`config.mk`:
```
export PLATFORM = sky130hd
export DESIGN_NAME = hks_sequencer
export DESIGN_NICKNAME = d
export VERILOG_FILES = /design/src/rtl/hks_pkg.sv /design/src/rtl/hks_msg_packer.sv /design/src/rtl/hks_tail_counter.sv /design/src/rtl/hks_out_stage.sv /design/src/rtl/hks_sequencer.sv
export SDC_FILE = /design/constraint.sdc
export NUM_CORES = 2
export LEC_CHECK = 0
export BUFFER_PORTS_ARGS = -buffer_cell sky130_fd_sc_hd__clkbuf_2
export CAP_MARGIN = 15
export CORE_AREA = 2 2 615 617
export CTS_BUF_LIST = sky130_fd_sc_hd__clkbuf_16
export DETAILED_ROUTE_END_ITERATION = 6
export DIE_AREA = 0 0 617 619
export GPL_TIMING_DRIVEN = 0
export PLACE_DENSITY_LB_ADDON = 0.08
export SLEW_MARGIN = 10
export SYNTH_ARGS = -nofsm -noshare
export SYNTH_HDL_FRONTEND = slang
export SYNTH_SLANG_ARGS = --single-unit
```
`constraint.sdc`:
```
create_clock -name clk -period 2.6 [get_ports clk]
set_clock_uncertainty 0.05 [all_clocks]
set_input_delay 0.26 -clock clk [delete_from_list [all_inputs] [get_ports clk]]
set_output_delay 0.26 -clock clk [all_outputs]
set_load 0.1 [all_outputs]
```
`src/rtl/hks_pkg.sv`:
```
`timescale 1ns/1ps
package hks_pkg;
  typedef enum logic [1:0] {
    OP_RESET = 2'd0,
    OP_PUSH  = 2'd1,
    OP_PULL  = 2'd2
  } op_e;

  typedef enum logic [3:0] {
    PH_IDLE, PH_RESET, PH_KEY, PH_DIV, PH_MSG,
    PH_BLANK, PH_FINAL, PH_KS, PH_HOLD
  } phase_e;
endpackage

```
`src/rtl/hks_msg_packer.sv`:
```
`timescale 1ns/1ps
module hks_msg_packer #(
  parameter int BLK_W = 256
) (
  input  logic             clk,
  input  logic             rst,
  input  logic             clear,
  input  logic             en,
  input  logic             byte_valid,
  input  logic [7:0]       byte_in,
  input  logic             byte_last,
  output logic             byte_ready,
  input  logic             take,
  output logic             blk_valid,
  output logic [BLK_W-1:0] blk_data,
  output logic             blk_final
);
  localparam int BYTES = BLK_W / 8;
  localparam int CW    = $clog2(BYTES + 1);

  logic [BLK_W-1:0] blk_q;
  logic [CW-1:0]    cnt_q;
  logic [CW-1:0]    cnt_nx;
  logic             valid_q, final_q, pad_q, done_q;
  logic             accept;

  assign cnt_nx     = cnt_q + 1'b1;
  assign byte_ready = en && !valid_q && !done_q;
  assign accept     = byte_ready && byte_valid;
  assign blk_valid  = valid_q;
  assign blk_data   = blk_q;
  assign blk_final  = final_q;

  always_ff @(posedge clk) begin
    if (rst || clear) begin
      blk_q   <= '0;
      cnt_q   <= '0;
      valid_q <= 1'b0;
      final_q <= 1'b0;
      pad_q   <= 1'b0;
      done_q  <= 1'b0;
    end else if (take && valid_q) begin
      cnt_q <= '0;
      if (pad_q) begin
        blk_q   <= {8'h80, {(BLK_W-8){1'b0}}};
        final_q <= 1'b1;
        pad_q   <= 1'b0;
      end else begin
        blk_q   <= '0;
        valid_q <= 1'b0;
        final_q <= 1'b0;
      end
    end else if (accept) begin
      for (int i = 0; i < BYTES; i++) begin
        if (CW'(i) == cnt_q)
          blk_q[BLK_W-1-8*i -: 8] <= byte_in;
        else if (byte_last && CW'(i) == cnt_nx)
          blk_q[BLK_W-1-8*i -: 8] <= 8'h80;
      end
      cnt_q <= cnt_nx;
      if (byte_last || cnt_nx == CW'(BYTES)) begin
        valid_q <= 1'b1;
        final_q <= byte_last && (cnt_nx != CW'(BYTES));
        pad_q   <= byte_last && (cnt_nx == CW'(BYTES));
      end
      done_q <= byte_last;
    end
  end

  assert_block_hold_R3: assert property (@(posedge clk) disable iff (rst || clear)
    valid_q && !take |=> valid_q && $stable(blk_q));
  assert_pad_waits_R5: assert property (@(posedge clk) disable iff (rst)
    pad_q |-> valid_q && !final_q);
endmodule

```
`src/rtl/hks_tail_counter.sv`:
```
`timescale 1ns/1ps
module hks_tail_counter #(
  parameter int TAIL = 32
) (
  input  logic clk,
  input  logic rst,
  input  logic load,
  input  logic dec,
  output logic last
);
  localparam int CW = $clog2(TAIL + 1);
  logic [CW-1:0] cnt_q;

  assign last = (cnt_q == CW'(1));

  always_ff @(posedge clk) begin
    if (rst)       cnt_q <= '0;
    else if (load) cnt_q <= CW'(TAIL);
    else if (dec)  cnt_q <= cnt_q - 1'b1;
  end

  assert_no_underflow_R6: assert property (@(posedge clk) disable iff (rst)
    dec |-> cnt_q != '0);
endmodule

```
`src/rtl/hks_out_stage.sv`:
```
`timescale 1ns/1ps
module hks_out_stage #(
  parameter int BLK_W = 256
) (
  input  logic             clk,
  input  logic             rst,
  input  logic             dig_load,
  input  logic             ks_load,
  input  logic [BLK_W-1:0] din,
  input  logic             ks_ready,
  output logic [BLK_W-1:0] digest,
  output logic             digest_valid,
  output logic             ks_valid,
  output logic [BLK_W-1:0] ks_data,
  output logic             ks_take
);
  assign ks_take = ks_valid && ks_ready;

  always_ff @(posedge clk) begin
    if (rst) begin
      digest       <= '0;
      digest_valid <= 1'b0;
      ks_valid     <= 1'b0;
      ks_data      <= '0;
    end else begin
      digest_valid <= dig_load;
      if (dig_load) digest <= din;
      if (ks_load) begin
        ks_valid <= 1'b1;
        ks_data  <= din;
      end else if (ks_take) begin
        ks_valid <= 1'b0;
      end
    end
  end

  assert_ks_hold_R8: assert property (@(posedge clk) disable iff (rst)
    ks_valid && !ks_ready |=> ks_valid && $stable(ks_data));
endmodule

```
`src/rtl/hks_sequencer.sv`:
```
`timescale 1ns/1ps
module hks_sequencer #(
  parameter int BLK_W      = 256,
  parameter int TAIL_PULLS = 32
) (
  input  logic             clk,
  input  logic             rst,
  input  logic             start,
  input  logic             start_mode,
  input  logic [BLK_W-1:0] key_in,
  input  logic [BLK_W-1:0] div_in,
  input  logic             msg_valid,
  output logic             msg_ready,
  input  logic [7:0]       msg_byte,
  input  logic             msg_last,
  output logic             busy,
  output logic             digest_valid,
  output logic [BLK_W-1:0] digest,
  output logic             ks_valid,
  input  logic             ks_ready,
  output logic [BLK_W-1:0] ks_data,
  output logic             core_cmd_valid,
  input  logic             core_cmd_ready,
  output logic [1:0]       core_cmd_op,
  output logic [BLK_W-1:0] core_cmd_data,
  input  logic             core_done,
  input  logic [BLK_W-1:0] core_out
);
  import hks_pkg::*;

  phase_e           phase_q;
  logic             mode_q, waiting_q, cmd_v_q, last_blk_q, busy_q;
  op_e              cmd_op_q;
  logic [BLK_W-1:0] cmd_data_q, key_q, div_q;

  logic             start_ok, resp, want, can_issue, cmd_fire;
  op_e              want_op;
  logic [BLK_W-1:0] want_data;
  logic             blk_valid, blk_final, tail_last, ks_take;
  logic [BLK_W-1:0] blk_data;
  logic             tail_load, tail_dec, dig_load, ks_load;

  assign start_ok  = start && (phase_q == PH_IDLE);
  assign resp      = waiting_q && core_done;
  assign cmd_fire  = cmd_v_q && core_cmd_ready;
  assign tail_load = resp && ((phase_q == PH_DIV) || (phase_q == PH_MSG && last_blk_q));
  assign tail_dec  = resp && (phase_q == PH_BLANK);
  assign dig_load  = resp && (phase_q == PH_FINAL);
  assign ks_load   = resp && (phase_q == PH_KS);

  always_comb begin
    want      = 1'b0;
    want_op   = OP_PULL;
    want_data = '0;
    unique case (phase_q)
      PH_RESET: begin want = 1'b1; want_op = OP_RESET; end
      PH_KEY:   begin want = 1'b1; want_op = OP_PUSH; want_data = key_q; end
      PH_DIV:   begin want = 1'b1; want_op = OP_PUSH; want_data = div_q; end
      PH_MSG:   begin want = blk_valid; want_op = OP_PUSH; want_data = blk_data; end
      PH_BLANK, PH_FINAL, PH_KS: want = 1'b1;
      default: want = 1'b0;
    endcase
  end

  assign can_issue = want && !cmd_v_q && !waiting_q;

  always_ff @(posedge clk) begin
    if (rst) begin
      phase_q    <= PH_IDLE;
      mode_q     <= 1'b0;
      waiting_q  <= 1'b0;
      cmd_v_q    <= 1'b0;
      cmd_op_q   <= OP_RESET;
      cmd_data_q <= '0;
      key_q      <= '0;
      div_q      <= '0;
      last_blk_q <= 1'b0;
      busy_q     <= 1'b0;
    end else begin
      if (start_ok) begin
        phase_q <= PH_RESET;
        mode_q  <= start_mode;
        key_q   <= key_in;
        div_q   <= div_in;
        busy_q  <= 1'b1;
      end
      if (can_issue) begin
        cmd_v_q    <= 1'b1;
        cmd_op_q   <= want_op;
        cmd_data_q <= want_data;
        if (phase_q == PH_MSG) last_blk_q <= blk_final;
      end
      if (cmd_fire) begin
        cmd_v_q   <= 1'b0;
        waiting_q <= 1'b1;
      end
      if (resp) begin
        waiting_q <= 1'b0;
        unique case (phase_q)
          PH_RESET: phase_q <= mode_q ? PH_KEY : PH_MSG;
          PH_KEY:   phase_q <= PH_DIV;
          PH_DIV:   phase_q <= PH_BLANK;
          PH_MSG:   if (last_blk_q) phase_q <= PH_BLANK;
          PH_BLANK: if (tail_last) phase_q <= mode_q ? PH_KS : PH_FINAL;
          PH_FINAL: begin phase_q <= PH_IDLE; busy_q <= 1'b0; end
          PH_KS:    begin phase_q <= PH_HOLD; busy_q <= 1'b0; end
          default:  phase_q <= phase_q;
        endcase
      end
      if (phase_q == PH_HOLD && ks_take) phase_q <= PH_KS;
    end
  end

  hks_msg_packer #(.BLK_W(BLK_W)) u_packer (
    .clk        (clk),
    .rst        (rst),
    .clear      (start_ok),
    .en         (phase_q == PH_MSG),
    .byte_valid (msg_valid),
    .byte_in    (msg_byte),
    .byte_last  (msg_last),
    .byte_ready (msg_ready),
    .take       (cmd_fire && phase_q == PH_MSG),
    .blk_valid  (blk_valid),
    .blk_data   (blk_data),
    .blk_final  (blk_final)
  );

  hks_tail_counter #(.TAIL(TAIL_PULLS)) u_tail (
    .clk  (clk),
    .rst  (rst),
    .load (tail_load),
    .dec  (tail_dec),
    .last (tail_last)
  );

  hks_out_stage #(.BLK_W(BLK_W)) u_out (
    .clk          (clk),
    .rst          (rst),
    .dig_load     (dig_load),
    .ks_load      (ks_load),
    .din          (core_out),
    .ks_ready     (ks_ready),
    .digest       (digest),
    .digest_valid (digest_valid),
    .ks_valid     (ks_valid),
    .ks_data      (ks_data),
    .ks_take      (ks_take)
  );

  assign busy           = busy_q;
  assign core_cmd_valid = cmd_v_q;
  assign core_cmd_op    = cmd_op_q;
  assign core_cmd_data  = cmd_data_q;

  assert_cmd_hold_R10: assert property (@(posedge clk) disable iff (rst)
    core_cmd_valid && !core_cmd_ready |=>
      core_cmd_valid && $stable(core_cmd_op) && $stable(core_cmd_data));
  assert_single_flight_R10: assert property (@(posedge clk) disable iff (rst)
    core_done |-> !core_cmd_valid);
  assert_stall_pull_R8: assert property (@(posedge clk) disable iff (rst)
    ks_valid |-> !core_cmd_valid);
  assert_busy_end_R9: assert property (@(posedge clk) disable iff (rst)
    digest_valid |-> !busy);
  assert_msg_gate_R11: assert property (@(posedge clk) disable iff (rst)
    msg_ready |-> !core_cmd_valid);
endmodule

```
; ---- Word-level counts from Yosys, hierarchy flattened
; Index checks and enable logic that the tools add are counted.
[word_totals]
in_bits = 785
out_inout_bits = 775
wordCells = 368
ff_bits = 1565
[classes]
n_eq_ne = 76
muxes = 93
bitwise = 1
n_reduce_logical = 142
add_sub_neg = 2
[op_table]
columns = operator, n
row1 = 256-bit 2-to-1 mux, 3
row2 = 256-bit one-hot mux with 3 select lines, 1
row3 = 8-bit 2-to-1 mux, 64
row4 = "5-bit by 6-bit == test with 1-bit output, first input constant", 32
row5 = "4-bit by 6-bit == test with 1-bit output, first input constant", 16
row6 = 3-bit nonzero test, 32
row7 = 2-bit AND reduction, 36
row8 = 1-bit logical AND, 51
row9 = "3-bit by 6-bit == test with 1-bit output, first input constant", 8
row10 = 4-bit one-hot mux with 7 select lines, 1
row11 = "2-bit by 6-bit == test with 1-bit output, first input constant", 4
row12 = "4-bit by 3-bit == test with 1-bit output, second input constant", 4
row13 = 4-bit 2-to-1 mux, 4
row14 = 1-bit 2-to-1 mux, 14
row15 = "1-bit by 6-bit == test with 1-bit output, first input constant", 2
row16 = 6-bit zero test, 2
row17 = 6-bit 2-to-1 mux, 2
row18 = 2-bit OR reduction, 6
row19 = "9-bit by 1-bit != test with 1-bit output, second input constant", 1
row20 = "4-bit by 2-bit == test with 1-bit output, second input constant", 2
row21 = "8-bit by 1-bit != test with 1-bit output, second input constant", 1
row22 = 2-bit nonzero test, 4
row23 = "6-bit by 1-bit adder with 6-bit output, second input constant", 1
row24 = "6-bit by 1-bit == test with 1-bit output, second input constant", 1
row25 = 16 further kinds, 22

; ---- Longest topological paths before layout
[depth]
depth_word = 7
depth_mapped = 10
mapped_depth_nobuf = 8

; ---- Modules after synthesis
; From an unflattened synthesis, not the netlist that was laid out.
[unflattened]
hier_cells = 6132
hier_area_um2 = 58607.5
[by_module_without_submodules]
columns = mod, area_each_um2, seq_area_each_um2, cells_per_inst, n_inst
row1 = hks_sequencer, 28776.3, 15595.0, 3218, 1
row2 = hks_out_stage, 18451.4, 10289.9, 1658, 1
row3 = hks_msg_packer, 11074.4, 5325.1, 1225, 1
row4 = hks_tail_counter, 305.3, 120.1, 31, 1

; ---- Worst setup path before layout
; OpenSTA, ideal clock, no wires.
[synth_path]
path_type = register to output
startpoint = register phase_q[0]
endpoint = output msg_ready
required_time_ns = 2.290
arrival_time_ns = 3.299
setup_slack_ns = -1.009
n_path_buf = 3
stages_incl_launch_ff = 6
cell_sequence = dfxtp_1 buf_6 or4b_1 buf_6 clkbuf_1 nor3_1
[synth_between]
elab_chain_len = 3
[synth_rtl]
columns = item, line_no
row1 = "start, declared", hks_sequencer.sv:31  ; phase_e phase_q;
row2 = "start signal, assigned", hks_sequencer.sv:100  ; PH_RESET: phase_q <= mode_q ? PH_KEY : PH_MSG;
row3 = "start signal, assigned", hks_sequencer.sv:104  ; PH_BLANK: if (tail_last) phase_q <= mode_q ? PH_KS : PH_FINAL;
row4 = "start signal, assigned", hks_sequencer.sv:107  ; default: phase_q <= phase_q;
row5 = 4-bit by 3-bit == test with 1-bit output, hks_sequencer.sv:118  ; .en (phase_q == PH_MSG),
row6 = 1-bit logical AND (2 in a row), hks_msg_packer.sv:28  ; assign byte_ready = en && !valid_q && !done_q;
row7 = "end, declared", hks_sequencer.sv:13  ; output logic msg_ready,
; Every way passes these cells.

; ---- Worst setup path in the final report
; Same ends and word-level chain as after synthesis.

==> results.cfg <==
[timing]
whs_ns = 0.0889
timing.fmax_ghz = 0.368
setup_viol = 2
relSlewSlack_pct = 20.1
hold_viol = 0
tightest_slew_ns = 1.20
rsz0062_at_grt = yes
finalWorstSetupSlack_ns = -0.119
finalSetupTns_ns = -0.127
finalCriticalPeriod_ns = 2.72
finalMaxSlewViolations = 0
fin_crit_sh_pct = 105

[global_route]
gr-total-overflow = 0
grt.total_usage_pct = 19.9
grt_pass1_vias = 63041
grt_pass1_wl_mm = 530
antenna_found_initial = 86
grt_max_degree = 19

[yosys]
yosys_warnings = 0
ys_top_cells_by_count = 2424 x nand2_1, 1565 x dfxtp_1, 1091 x a21oi_1, 440 x clkbuf_1, 312 x o21ai_0
synthAdderAreaFrac_pct = 0.148
synth_xor_area_share_pct = 0.148
synth-simple-area-share_pct = 18.9
syn-num-nets = 8064
synth_area_leaders = dfxtp_1 53%, nand2_1 15%, a21oi_1 9.2%
synth_seq_cells = 1565
syn_inst = 7272
netlist_area_um2 = 59300
synth_most_common_cell = nand2_1
synth-edff-count = 0
synth-compound-area-share_pct = 19.2
synth_top_family_by_area = compound AO/OA/AOI/OAI gates
seq_area_frac_synth_pct = 52.8
netlist.area_leader.share_pct = 52.8
synth_cell_type_count = 80
synth_mux_area_share_pct = 4.54
avgSynthCellArea_um2 = 8.16
synth_top_area_cell = dfxtp_1
async_flop_share_pct = 0
synth_flop_cell = dfxtp_1

[clocking]
clockBufferDepth = 4
clk_pin_slew_worst_paths_ns = 0.06
cts_htree_levels = 4
cts_buffers = 210
cts_tree = yes
clk_latency_ns = 0.92
root_buffer = clkbuf_16
cts_sinks = 1565

[setup_path]
cp-start-kind = flip-flop
reg2reg_slack_ns = -0.01
path_class = flip-flop to primary output
critPathMaxFanout = 5
crit_required_ns = 2.29
crit_path_end_kind = primary output
cp.arrival_ns = 2.41

[finish]
multi_input_area_um2 = 26200
fillCellCount = 41617
final_nets = 10712
regArea_um2 = 31300
drive_gt1_share_pct = 23.5
area_delta_synth_final_pct = 51.8

[pwr]
powerDensity_nw_per_um2 = 719
p_leak_nw = 34.9
total_power_mw = 64.8
peakVddDrop_mv = 0.468

[hold_path]
min_path_type = input pin to flip-flop

[flow_run]
maxCapViolations = 0

[drt]
vias_per_cell = 4.17
drc = 0
vias = 62912
wl_met1_mm = 183
routed_wl_mm = 397
drtIter0Drc = 3773
dr_wl_met3_mm = 21.7
wl_met2_mm = 181
top_layer = met5
drtAntennaViolNets = 0
post_drt_wl_per_cell_um = 26.3
firstDrtPassIters = 5

[floorplanning]
start_util_pct = 15.8
coreArea_um2 = 375000
dieArea_um2 = 382000
num_io_pins = 1560
rows = 225
die_h_um = 619
die_w_um = 617

[place]
preCtsSetupSlack_ns = -1.19
gp_congestion = 0.901
portBuffers = 1557
dp_hpwl_mm = 322

[outcome]
violations = negative setup slack
status = finished, violations left
-- cells by family (layout without fill, tap and decap cells) --
kind of cell | Yosys count | count (layout)
buf+inv | 610 | 3413
xor+xnor | 10 | 10
flops | 1565 | 1565
other cells | 0 | 30
compound gates | 1933 | 1933
simple gates | 2878 | 2878
mux | 269 | 269
fa+ha+maj | 7 | 7
-- through the flow --
step | cell area, um2 | utilization [%] | instances
6_report | 90100 | 24.0 | 15099
5_1_grt | 90000 | 24.0 | 15077
4_1_cts | 89500 | 23.9 | 15063
3_5_place_dp | 73800 | 19.7 | 13842
3_3_place_gp | 73400 | 19.6 | 13823
2_1_floorplan | 59300 | - | 7272
-- state kept, by name, summed over array words and instances, names as in the netlist, 2 cells and up --
register,count
u_tail.cnt_q,6
core_cmd_op,2
u_packer.blk_data,256
u_out.ks_data,256
div_q,256
phase_q,4
key_q,256
core_cmd_data,256
u_packer.cnt_q,6
u_out.digest,256
-- cells in the final DEF (no fill, tap or decap), types with 33 or more instances in the layout --
cell type and instances:
clkinv_1 38, a22o_1 128, clkbuf_2 1714, a32o_1 34
buf_2 105, clkbuf_1 230, dlygate4sd3_1 839, buf_4 42
mux2i_1 255, clkbuf_4 33, o21ai_0 300, o211ai_1 260
inv_1 73, clkbuf_16 212, nand2_1 2401, a21oi_1 1085
dfxtp_1 1559, nor2_1 291, o2bb2ai_1 33
-- critical path: stages (launching register included) --
cell	delay [ns]
dfxtp_2	0.35
or4b_4	0.57
clkbuf_16	0.17
nor3_4	0.14
clkbuf_16	0.23
-- power by group --
| group | internal, mW | total (mW) | switching [mW] |
|---|---|---|---|
| logic | 3.14 | 11.4 | 8.29 |
| clock network | 15.4 | 27.5 | 12.2 |
| registers | 25.0 | 25.9 | 0.820 |
| total | 43.5 | 64.8 | 21.3 |
-- layer usage --
metal	GRT usage (%)	vias to the layer above
met4	4.99	10
li1	-	29974
met5	0	-
met1	26.5	30682
met2	32.4	1762
met3	4.12	484
-- layout make-up --
class | count | area share, %
sequential | 1565 | 34.8
multi-input combinational | 5097 | 29.1
timing repair buffer | 2453 | 18.8
tap | 4994 | 6.94
clock buffer | 210 | 5.83
buffer | 582 | 3.25
clock inverter | 157 | 1.12
antenna | 30 | 0.0833
inverter | 11 | 0.0458
-- timing repair --
action / in CTS / in global routing
endpoints found under the hold margin: 1091 / 0
setup endpoints to repair: 1511 / 1110
hold buffers: 839 / 0
pin swaps: 12 / 11
buffers inserted: 26 / 12
gates resized for setup: 273 / 235
-- final timing paths --
| path | startpoint | to | cells after the start |
|---|---|---|---|
| hold / removal | start | u_packer.blk_valid | 4 |
| setup / recovery | phase_q[0] | msg_ready | 4 |
| setup reg to reg | phase_q[1] | div_q[154] | 10 |
| hold reg to reg | u_packer.blk_data[219] | u_packer.blk_data[219] | 2 |
Power figures use the tool's default switching activity.
